$ cat config.mk
export PLATFORM = sky130hd
export DESIGN_NAME = page_alloc_mmu
export DESIGN_NICKNAME = d
export VERILOG_FILES = /design/src/rtl/page_alloc_pkg.sv /design/src/rtl/page_fifo.sv /design/src/rtl/page_pool.sv /design/src/rtl/page_alloc_mmu.sv
export SDC_FILE = /design/constraint.sdc
export NUM_CORES = 1
export LEC_CHECK = 0
export ABC_AREA = 1
export BUFFER_PORTS_ARGS = -buffer_cell sky130_fd_sc_hd__buf_2
export CELL_PAD_IN_SITES_DETAIL_PLACEMENT = 0
export CELL_PAD_IN_SITES_GLOBAL_PLACEMENT = 2
export CORE_MARGIN = 3
export CORE_UTILIZATION = 30
export DETAILED_ROUTE_END_ITERATION = 10
export HOLD_SLACK_MARGIN = 0.02
export PLACE_DENSITY = 0.85
export SLEW_MARGIN = 20
export SYNTH_ARGS = -nofsm -noshare
export SYNTH_HDL_FRONTEND = slang
export SYNTH_HIERARCHICAL = 1
export SYNTH_SLANG_ARGS = --single-unit
export TNS_END_PERCENT = 5
$ cat constraint.sdc
create_clock -name clk -period 4.2 [get_ports clk]
set_input_delay 0.84 -clock clk [delete_from_list [all_inputs] [get_ports clk]]
set_output_delay 0.84 -clock clk [all_outputs]
set_load 0.1 [all_outputs]
$ cat src/rtl/page_alloc_pkg.sv
package page_alloc_pkg;

  typedef enum logic [2:0] {
    MMU_NOP         = 3'd0,
    MMU_ALLOC_TX    = 3'd1,
    MMU_RESET       = 3'd2,
    MMU_RX_POP      = 3'd3,
    MMU_RX_POP_FREE = 3'd4,
    MMU_RSVD5       = 3'd5,
    MMU_RSVD6       = 3'd6,
    MMU_RSVD7       = 3'd7
  } mmu_op_e;

  localparam logic [7:0] ALLOC_FAIL_CODE = 8'h80;

  // Operation code sits in the top three bits of the command byte.
  function automatic mmu_op_e decode_op(input logic wr, input logic [7:0] cmd);
    return wr ? mmu_op_e'(cmd[7:5]) : MMU_NOP;
  endfunction

endpackage

$ cat src/rtl/page_fifo.sv
module page_fifo #(
  parameter int DEPTH = 4,
  parameter int W     = 2,
  localparam int CW   = $clog2(DEPTH + 1)
) (
  input  logic          clk,
  input  logic          rst_n,
  input  logic          clr,
  input  logic          pop,
  input  logic          push,
  input  logic [W-1:0]  din,
  output logic [W-1:0]  head,
  output logic [CW-1:0] level,
  output logic          pop_ok,
  output logic          push_ok,
  output logic          push_drop
);

  logic [DEPTH-1:0][W-1:0] slot_q;
  logic [DEPTH-1:0][W-1:0] slot_d;
  logic [CW-1:0]           lvl_q;
  logic [CW-1:0]           lvl_mid;

  // Occupancy once a granted pop has been taken out.
  function automatic logic [CW-1:0] after_pop(input logic [CW-1:0] n, input logic p);
    return n - CW'(p);
  endfunction

  assign pop_ok    = pop && (lvl_q != '0);
  assign lvl_mid   = after_pop(lvl_q, pop_ok);
  assign push_ok   = push && (lvl_mid < CW'(DEPTH));
  assign push_drop = push && !push_ok;

  for (genvar g = 0; g < DEPTH; g++) begin : g_slot
    logic [W-1:0] shifted;
    if (g < DEPTH - 1) begin : g_mid
      assign shifted = slot_q[g+1];
    end else begin : g_last
      assign shifted = slot_q[g];
    end
    assign slot_d[g] = (push_ok && (lvl_mid == CW'(g))) ? din :
                       pop_ok                           ? shifted :
                                                          slot_q[g];
  end

  always_ff @(posedge clk or negedge rst_n) begin
    if (!rst_n) begin
      slot_q <= '0;
      lvl_q  <= '0;
    end else if (clr) begin
      lvl_q  <= '0;
    end else begin
      slot_q <= slot_d;
      lvl_q  <= lvl_mid + CW'(push_ok);
    end
  end

  assign head  = (lvl_q != '0) ? slot_q[0] : '0;
  assign level = lvl_q;

endmodule

$ cat src/rtl/page_pool.sv
module page_pool
  import page_alloc_pkg::*;
#(
  parameter int NUM_PAGES = 4,
  localparam int PW       = (NUM_PAGES > 1) ? $clog2(NUM_PAGES) : 1
) (
  input  logic                 clk,
  input  logic                 rst_n,
  input  logic                 clr,
  input  logic                 req,
  input  logic [NUM_PAGES-1:0] rel_mask,
  output logic [NUM_PAGES-1:0] busy,
  output logic [7:0]           result,
  output logic                 pending,
  output logic                 irq,
  output logic                 grant,
  output logic                 fail
);

  logic [NUM_PAGES-1:0] busy_q;
  logic [NUM_PAGES-1:0] busy_mid;
  logic [7:0]           result_q;
  logic                 pend_q;
  logic                 irq_q;
  logic                 attempt;
  logic                 has_free;
  logic [PW-1:0]        pick;

  // Lowest index whose busy bit is clear.
  function automatic logic [PW-1:0] lowest_free(input logic [NUM_PAGES-1:0] m);
    logic [PW-1:0] idx;
    idx = '0;
    for (int i = NUM_PAGES - 1; i >= 0; i--) begin
      if (!m[i]) idx = PW'(i);
    end
    return idx;
  endfunction

  // Releases are applied before any allocation attempt.
  assign busy_mid = busy_q & ~rel_mask;
  assign attempt  = req || (pend_q && (rel_mask != '0));
  assign has_free = !(&busy_mid);
  assign pick     = lowest_free(busy_mid);
  assign grant    = attempt && has_free && !clr;
  assign fail     = req && !has_free && !clr;

  always_ff @(posedge clk or negedge rst_n) begin
    if (!rst_n) begin
      busy_q   <= '0;
      result_q <= '0;
      pend_q   <= 1'b0;
      irq_q    <= 1'b0;
    end else if (clr) begin
      busy_q   <= '0;
      result_q <= '0;
      pend_q   <= 1'b0;
    end else begin
      busy_q <= busy_mid | (grant ? (NUM_PAGES'(1) << pick) : '0);
      if (grant) begin
        result_q <= 8'(pick);
        pend_q   <= 1'b0;
        irq_q    <= 1'b1;
      end else if (fail) begin
        result_q <= ALLOC_FAIL_CODE;
        pend_q   <= 1'b1;
        irq_q    <= 1'b0;
      end
    end
  end

  assign busy    = busy_q;
  assign result  = result_q;
  assign pending = pend_q;
  assign irq     = irq_q;

endmodule

$ cat src/rtl/page_alloc_mmu.sv
module page_alloc_mmu
  import page_alloc_pkg::*;
#(
  parameter int NUM_PAGES  = 4,
  parameter int FIFO_DEPTH = 4,
  localparam int PW        = (NUM_PAGES > 1) ? $clog2(NUM_PAGES) : 1,
  localparam int CW        = $clog2(FIFO_DEPTH + 1)
) (
  input  logic                 clk,
  input  logic                 rst_n,
  input  logic                 cmd_wr,
  input  logic [7:0]           cmd_byte,
  input  logic                 rel_valid,
  input  logic [PW-1:0]        rel_page,
  input  logic                 rx_push,
  input  logic [PW-1:0]        rx_page,
  input  logic                 txd_push,
  input  logic [PW-1:0]        txd_page,
  input  logic                 txd_pop,
  output logic [7:0]           alloc_result,
  output logic                 alloc_pending,
  output logic [NUM_PAGES-1:0] page_busy,
  output logic                 irq_alloc,
  output logic                 irq_rx,
  output logic [PW-1:0]        rx_head,
  output logic [CW-1:0]        rx_count,
  output logic                 rx_overflow,
  output logic [PW-1:0]        txd_head,
  output logic [CW-1:0]        txd_count
);

  mmu_op_e              cur_op;
  logic                 mmu_clr;
  logic                 alloc_req;
  logic                 rx_pop_req;
  logic                 rx_free_req;
  logic [NUM_PAGES-1:0] rel_mask;
  logic                 alloc_grant;
  logic                 alloc_fail;
  logic                 rx_pop_ok;
  logic                 rx_push_ok;
  logic                 rx_drop;
  logic                 txd_pop_ok;
  logic                 txd_push_ok;
  logic                 txd_drop;
  logic [CW-1:0]        rx_level_nxt;
  logic                 irq_rx_q;
  logic                 rx_ovf_q;

  function automatic logic [NUM_PAGES-1:0] page_bit(input logic [PW-1:0] p);
    return NUM_PAGES'(1) << p;
  endfunction

  function automatic logic [CW-1:0] level_after(input logic [CW-1:0] n,
                                                input logic p, input logic q);
    return n - CW'(p) + CW'(q);
  endfunction

  assign cur_op      = decode_op(cmd_wr, cmd_byte);
  assign mmu_clr     = (cur_op == MMU_RESET);
  assign alloc_req   = (cur_op == MMU_ALLOC_TX);
  assign rx_pop_req  = (cur_op == MMU_RX_POP) || (cur_op == MMU_RX_POP_FREE);
  assign rx_free_req = (cur_op == MMU_RX_POP_FREE) && (rx_count != '0);

  assign rel_mask = (rel_valid   ? page_bit(rel_page) : '0)
                  | (rx_free_req ? page_bit(rx_head)  : '0);

  page_pool #(.NUM_PAGES(NUM_PAGES)) u_pool (
    .clk      (clk),
    .rst_n    (rst_n),
    .clr      (mmu_clr),
    .req      (alloc_req),
    .rel_mask (rel_mask),
    .busy     (page_busy),
    .result   (alloc_result),
    .pending  (alloc_pending),
    .irq      (irq_alloc),
    .grant    (alloc_grant),
    .fail     (alloc_fail)
  );

  page_fifo #(.DEPTH(FIFO_DEPTH), .W(PW)) u_rxq (
    .clk       (clk),
    .rst_n     (rst_n),
    .clr       (mmu_clr),
    .pop       (rx_pop_req),
    .push      (rx_push),
    .din       (rx_page),
    .head      (rx_head),
    .level     (rx_count),
    .pop_ok    (rx_pop_ok),
    .push_ok   (rx_push_ok),
    .push_drop (rx_drop)
  );

  page_fifo #(.DEPTH(FIFO_DEPTH), .W(PW)) u_txq (
    .clk       (clk),
    .rst_n     (rst_n),
    .clr       (mmu_clr),
    .pop       (txd_pop),
    .push      (txd_push),
    .din       (txd_page),
    .head      (txd_head),
    .level     (txd_count),
    .pop_ok    (txd_pop_ok),
    .push_ok   (txd_push_ok),
    .push_drop (txd_drop)
  );

  assign rx_level_nxt = level_after(rx_count, rx_pop_ok, rx_push_ok);

  always_ff @(posedge clk or negedge rst_n) begin
    if (!rst_n) begin
      irq_rx_q <= 1'b0;
      rx_ovf_q <= 1'b0;
    end else if (mmu_clr) begin
      irq_rx_q <= 1'b0;
      rx_ovf_q <= 1'b0;
    end else begin
      if (rx_pop_ok || rx_push_ok) irq_rx_q <= (rx_level_nxt != '0);
      if (rx_drop)                 rx_ovf_q <= 1'b1;
    end
  end

  assign irq_rx      = irq_rx_q;
  assign rx_overflow = rx_ovf_q;

endmodule

== Yosys cells after proc, flatten, opt, wreduce, memory -nomap -nowiden ==
Cells that the tools add are included.

* Flip-flop bits (word level): 38
* ROM bits: 0
* Memories kept: 0
* Latch bits: 0
* Word-level logic and storage cells: 128
* Memory bits (writable): 0

* Add/sub/neg operators: 4
* Magnitude comparators: 2
* Multiplexer cells: 37
* Reduce and logical (&&, ||, !) cells: 51
* Shifts and indexed selects: 3
* Bitwise gates (word level): 5
* Equality and inequality tests: 10
* Div/mod/pow operators: 0
* Multiply operators: 0

{| class="wikitable"
|+ Operators with widths
! kind !! number
|-
| $mux W2 || 18
|-
| $mux W8 || 3
|-
| $logic_and A1 B1 Y1 || 19
|-
| $eq A3 B2 Y1 const B || 6
|-
| $reduce_and A2 Y1 || 9
|-
| $reduce_bool A2 Y1 || 9
|-
| $mux W4 || 4
|-
| $reduce_bool A3 Y1 || 4
|-
| $shl A1 B2 Y4 const A || 3
|-
| $eq A3 B1 Y1 const B || 3
|-
| $mux W1 || 9
|-
| $mux W3 || 3
|-
| $or A4 B4 Y4 || 2
|-
| $add A3 B1 Y3 || 2
|-
| $logic_not A3 Y1 || 2
|-
| $lt A3 B3 Y1 const B || 2
|-
| $sub A3 B1 Y3 || 2
|-
| $and A4 B4 Y4 || 1
|-
| $not A4 Y4 || 1
|-
| $reduce_and A4 Y1 || 1
|-
| $reduce_bool A4 Y1 || 1
|-
| $eq A3 B3 Y1 const B || 1
|-
| $logic_not A1 Y1 || 3
|-
| $logic_or A1 B1 Y1 || 3
|-
| $not A1 Y1 || 1
|}

== Longest topological paths before layout ==
* Word-level depth: 15
* Gate-level depth with buffers: 20

== By module ==
Netlist, hierarchy kept.

{| class="wikitable"
|+ Modules (own cells, without submodules)
! module !! times used !! area each (µm²) !! cells each
|-
| page_fifo at u_rxq || 1 || 732.0 || 104
|-
| page_fifo at u_txq || 1 || 729.4 || 104
|-
| page_pool || 1 || 524.3 || 70
|-
| page_alloc_mmu || 1 || 336.6 || 54
|}

== Worst setup path before layout ==
No wires, ideal clock.

* Path kind: reg-to-reg
* Start point: register u_rxq.lvl_q[1], in the netlist u_rxq/level[1]
* End point: register u_pool.result_q[7], in the netlist u_pool/result[7]
* Arrival: 3671 ps
* Required time: 4078 ps
* Buffers on the path: 0
* Path slack: 407 ps
* Clock period less this slack: 3793 ps
* Cell stages (with the launch flop): 18
* Setup time: 122 ps
* Path through: dfrtp_1 -> inv_1 -> nand3_1 -> inv_1 -> nor2_1 -> inv_1 -> nor2_1 -> nand3_1 -> o21ai_1 -> nor2_1 -> nand2_1 -> nand2_1 -> nand2_1 -> nand2_1 -> nand2_1 -> nor2_2 -> nand2_1 -> nand2_1

* Cells in the longest elaborated chain, start to end: 13
* Elaborated cells on any way between the ends: 20
* Classes of those cells: shift (1); mux (4); bitwise (3); reduce/logical (12)

{| class="wikitable"
|+ RTL lines
! element !! line !! text
|-
| start, declared || page_fifo.sv:21 || <nowiki>logic [CW-1:0] lvl_q;</nowiki>
|-
| start signal, assigned || page_fifo.sv:54 || <nowiki>lvl_q <= lvl_mid + CW'(push_ok);</nowiki>
|-
| $reduce_bool A3 Y1 (*) || page_fifo.sv:58 || <nowiki>assign head = (lvl_q != '0) ? slot_q[0] : '0;</nowiki>
|-
| $mux W2 (*) || page_fifo.sv:58 ||
|-
| via rx_head[0] || page_alloc_mmu.sv:25 || <nowiki>output logic [PW-1:0] rx_head,</nowiki>
|-
| $shl A1 B2 Y4 (*) || page_alloc_mmu.sv:51 || <nowiki>return NUM_PAGES'(1) << p;</nowiki>
|-
| $mux W4 (*) || page_alloc_mmu.sv:66 || <nowiki>| (rx_free_req ? page_bit(rx_head) : '0);</nowiki>
|-
| $or A4 B4 Y4 (*) || page_alloc_mmu.sv:66 ||
|-
| via rel_mask[1] || page_alloc_mmu.sv:37 || <nowiki>logic [NUM_PAGES-1:0] rel_mask;</nowiki>
|-
| $not A4 Y4 || page_pool.sv:40 || <nowiki>assign busy_mid = busy_q & ~rel_mask;</nowiki>
|-
| $and A4 B4 Y4 || page_pool.sv:40 ||
|-
| $reduce_and A4 Y1 || page_pool.sv:42 || <nowiki>assign has_free = !(&busy_mid);</nowiki>
|-
| $logic_not A1 Y1 || page_pool.sv:42 ||
|-
| $logic_and A1 B1 Y1 (2 in series) || page_pool.sv:44 || <nowiki>assign grant = attempt && has_free && !clr;</nowiki>
|-
| $mux W8 || page_pool.sv:59 || <nowiki>if (grant) begin</nowiki>
|-
| $mux W8 || page_pool.sv:53 || <nowiki>end else if (clr) begin</nowiki>
|-
| end signal, assigned || page_pool.sv:60 || <nowiki>result_q <= 8'(pick);</nowiki>
|-
| end, declared || page_pool.sv:22 || <nowiki>logic [7:0] result_q;</nowiki>
|}

Mark *: on every way through the listed nets, which the timed path passes. The rest lies on a longest branch.
A chain may end at the register's enable or synchronous reset.

== Worst setup path in the final report ==
* Start point: input cmd_byte[6]
* End point: register irq_rx_q, in the netlist irq_rx

* Cells in the longest elaborated chain, start to end: 11
* Elaborated cells on any way between the ends: 15
* Classes of those cells: add/sub (2); order compare (1); eq/ne (3); mux (3); reduce/logical (6)

{| class="wikitable"
|+ RTL lines
! element !! line !! text
|-
| start, declared || page_alloc_mmu.sv:12 || <nowiki>input logic [7:0] cmd_byte,</nowiki>
|-
| $mux W3 (*) || page_alloc_pkg.sv:18 || <nowiki>return wr ? mmu_op_e'(cmd[7:5]) : MMU_NOP;</nowiki>
|-
| $eq A3 B2 Y1 or $eq A3 B3 Y1 (tied branches) || page_alloc_mmu.sv:62 || <nowiki>assign rx_pop_req = (cur_op == MMU_RX_POP) || (cur_op == MMU_RX_POP_FREE);</nowiki>
|-
| $logic_or A1 B1 Y1 (*) || page_alloc_mmu.sv:62 ||
|-
| via rx_pop_req || page_alloc_mmu.sv:35 || <nowiki>logic rx_pop_req;</nowiki>
|-
| $logic_and A1 B1 Y1 (*) || page_fifo.sv:29 || <nowiki>assign pop_ok = pop && (lvl_q != '0);</nowiki>
|-
| via rx_pop_ok || page_alloc_mmu.sv:40 || <nowiki>logic rx_pop_ok;</nowiki>
|-
| $sub A3 B1 Y3 (*) || page_fifo.sv:26 || <nowiki>return n - CW'(p);</nowiki>
|-
| $lt A3 B3 Y1 (*) || page_fifo.sv:31 || <nowiki>assign push_ok = push && (lvl_mid < CW'(DEPTH));</nowiki>
|-
| $logic_and A1 B1 Y1 (*) || page_fifo.sv:31 ||
|-
| via rx_push_ok || page_alloc_mmu.sv:41 || <nowiki>logic rx_push_ok;</nowiki>
|-
| $add A3 B1 Y3 || page_alloc_mmu.sv:56 || <nowiki>return n - CW'(p) + CW'(q);</nowiki>
|-
| $reduce_bool A3 Y1 || page_alloc_mmu.sv:120 || <nowiki>if (rx_pop_ok || rx_push_ok) irq_rx_q <= (rx_level_nxt != '0);</nowiki>
|-
| $mux W1 || page_alloc_mmu.sv:120 ||
|-
| $mux W1 || page_alloc_mmu.sv:116 || <nowiki>end else if (mmu_clr) begin</nowiki>
|-
| end signal, assigned || page_alloc_mmu.sv:120 ||
|-
| end, declared || page_alloc_mmu.sv:47 || <nowiki>logic irq_rx_q;</nowiki>
|}

Mark *: on every way through the listed nets, which the timed path passes. The rest lies on a longest branch. The select of a mux whose other input is x is not followed.

==> summary.md <==
| Metric | Value |
|---|---|
| Nets | `400` |
| Routed Antenna Nets | `0` |
| Mapped cell area | `roughly 2300 µm²` |
| Final setup margin | `0.9078 ns` |
| Die Height | `~94 µm` |
| Tot GR Track Use | `12.44%` |
| Final worst path period share | `78.38%` |
| Slew HR | `around half` |
| Commonest non-fill, non-tap cell in the layout | `nand2_1` |
| WHS | `0.4733 ns` |
| Peak supply drop | `around 0.00023 V` |
| Post-cts resize count | `0` |
| Commonest non-fill, non-tap cells in the layout | `118 x nand2_1, 40 x inv_1, 36 x buf_2, 32 x dfrtp_1, 28 x nor2_1` |
| Via Count | `roughly 2000` |
| Worst-Margin Slew | `0.7639 ns` |
| Setup Viol. Count Final | `0` |
| Worst Setup Path Type | `in2reg` |
| Clock Skew | `0.009091 ns` |
| Hold WC Path Type | `reg2reg` |
| Worst EP arrival | `about 3.5 ns` |
| Worst-Skew Late Latency | `0.28 ns` |
| CP peak stage delay | `0.42 ns` |
| Startpoint Class | `input pin` |
| Layout cell share with drive strength beyond 1 | `24.39%` |
| Ys Warns | `6` |
| Iter 0 DRT Violations | `82` |
| Area of the core | `between 7000 and 8000 µm²` |
| Post-DP Area | `2575 µm²` |
| Grt met2 use | `20.11%` |
| Final instance area | `2653 µm²` |
| GRT met3 Usage | `2.404%` |
| Width of the die | `93.77 µm` |
| Starting Density | `31.36%` |
| Die area | `8792 µm²` |
| Post-route minimum period | `3.292 ns` |
| Gpl congestion | `0.7089` |
| Diodes inserted | `0` |
| Dpl ws | `0.6039 ns` |
| Setup TNS Final | `0 ns` |
| Grt total ovfl | `0` |
| # hold bufs at CTS | `0` |
| Max H-tree Level | `2` |
| Slew Limit Fails | `0` |
| Busiest grt layer | `met2` |
| RSZ-0062 raised after global routing | `no` |
| Final Hold Viols | `0` |
| I/O pin cnt | `47` |
| Synth-to-Final Area Change | `14.78%` |
| Status | `completed` |
| CTS tree | `done` |
| Critical path, cell by cell | `buf_2 -> nand2_1 -> nor2_1 -> a21o_1 -> nand2_1 -> inv_1 -> ha_1 -> ha_1 -> inv_1 -> nand2_1 -> nand2_2 -> nand2_1 -> inv_1 -> inv_1 -> ha_1 -> ha_1 -> fa_1 -> nor3_1 -> nand3_1 -> nand2_1 -> inv_1` |
| # clock sinks | `32` |
| Post-DR wirelength/cell | `~11 µm` |
| Cells after Synth | `between 300 and 400` |
| Critical-path top delay cell | `fa_1` |
| Power per cell area | `approximately 710 nW/µm²` |
| Residual DRC count | `0` |
| Vias/cell | `around 4.3` |
| Worst-path maximum fanout | `3` |
| Vias in the first global route | `a little under 2000` |
| Largest net degree at the start of global routing | `33` |
| Critical Path RT | `4.39 ns` |
| Number of buffers added for setup after CTS | `0` |
| Clock-pin slew on the worst setup and hold paths | `0.07 ns` |
| DR pass1 iterations | `4` |
| Lkg Pwr | `between 0.001 and 0.0015 µW` |
| CTS Buf Count | `5` |
| Initial antenna violation count | `0` |
| Wirelength, routed | `~5000 µm` |
| First-pass GRT wire length | `about 8800 µm` |
| GRT met1 Usage | `between 15 and 20%` |
| Post-DP HPWL | `3758 µm` |
| Max clock buf depth | `2` |
| CTS root buf | `clkbuf_8` |
| Post-Syn Area per Cell | `7.024 µm²` |
| Max-cap violations | `0` |
| Crit end category | `flip-flop` |
| Cell row count | `31` |
| Port bufs | `36` |
| Achievable Freq | `303.8 MHz` |
routing by layer:
metal	wire, µm	share of wire, %
met1	2430	49
met2	2273	46
met3	163	3.3
met4	84	1.7
met5	0	0
through the flow:
| step | instances | total power (µW) | util (%) |
|---|---|---|---|
| 2_1_floorplan | 333 | 1488 | - |
| 3_3_place_gp | 461 | 1651 | 34.94 |
| 3_5_place_dp | 461 | 1661 | 34.94 |
| 4_1_cts | 468 | 1898 | 35.99 |
| 5_1_grt | 468 | 2049 | 35.99 |
| 6_report | 468 | 1871 | 35.99 |
critical path: cells and delay by family:
kind / cells / cell delay [ns]
simple gates: 9 / 0.74
compound gates: 1 / 0.19
fa+ha+maj: 5 / 1.26
buf+inv: 6 / 0.44
path summary, 6_finish.rpt:
| path | start | to | slack [ns] | cells after the start |
|---|---|---|---|---|
| max | cmd_byte[6] | irq_rx | 0.91 | 21 |
| min | u_pool/result[0] | u_pool/result[0] | 0.47 | 2 |
| max reg2reg | u_rxq/level[2] | irq_rx | 1.28 | 19 |
| min reg2reg | u_pool/result[0] | u_pool/result[0] | 0.47 | 2 |
| max in group asynchronous | rst_n | u_rxq/g_slot[0].shifted[1] | 3.08 | 1 |
| min in group asynchronous | rst_n | u_rxq/level[2] | 0.62 | 1 |
sequential cells by signal (all words and copies together), names as in the netlist, 2 cells and up:
register and cells:
u_txq/g_slot.shifted 6, u_rxq/level 3, u_txq/level 3, u_pool/busy 4, u_rxq/slot_q 2, u_rxq/g_slot.shifted 6
u_txq/slot_q 2, u_pool/result 3
area by class of cell:
type                    instances  area (µm²)
repair buffers                 39       202.7
flip-flops and latches         32       800.8
fillers                       833        4717
multi-input cells             239        1252
well taps                      99       123.9
clock inverters                 1       5.005
inverters                      52       195.2
clock buffers                   6       72.57
power by group:
group	switching (µW)	internal (µW)	total [µW]
Combinational	891	280	1170
Sequential	64.5	410	474
Clock	113	113	226
Total	1070	802	1870
(Power assumes the default switching activity.)
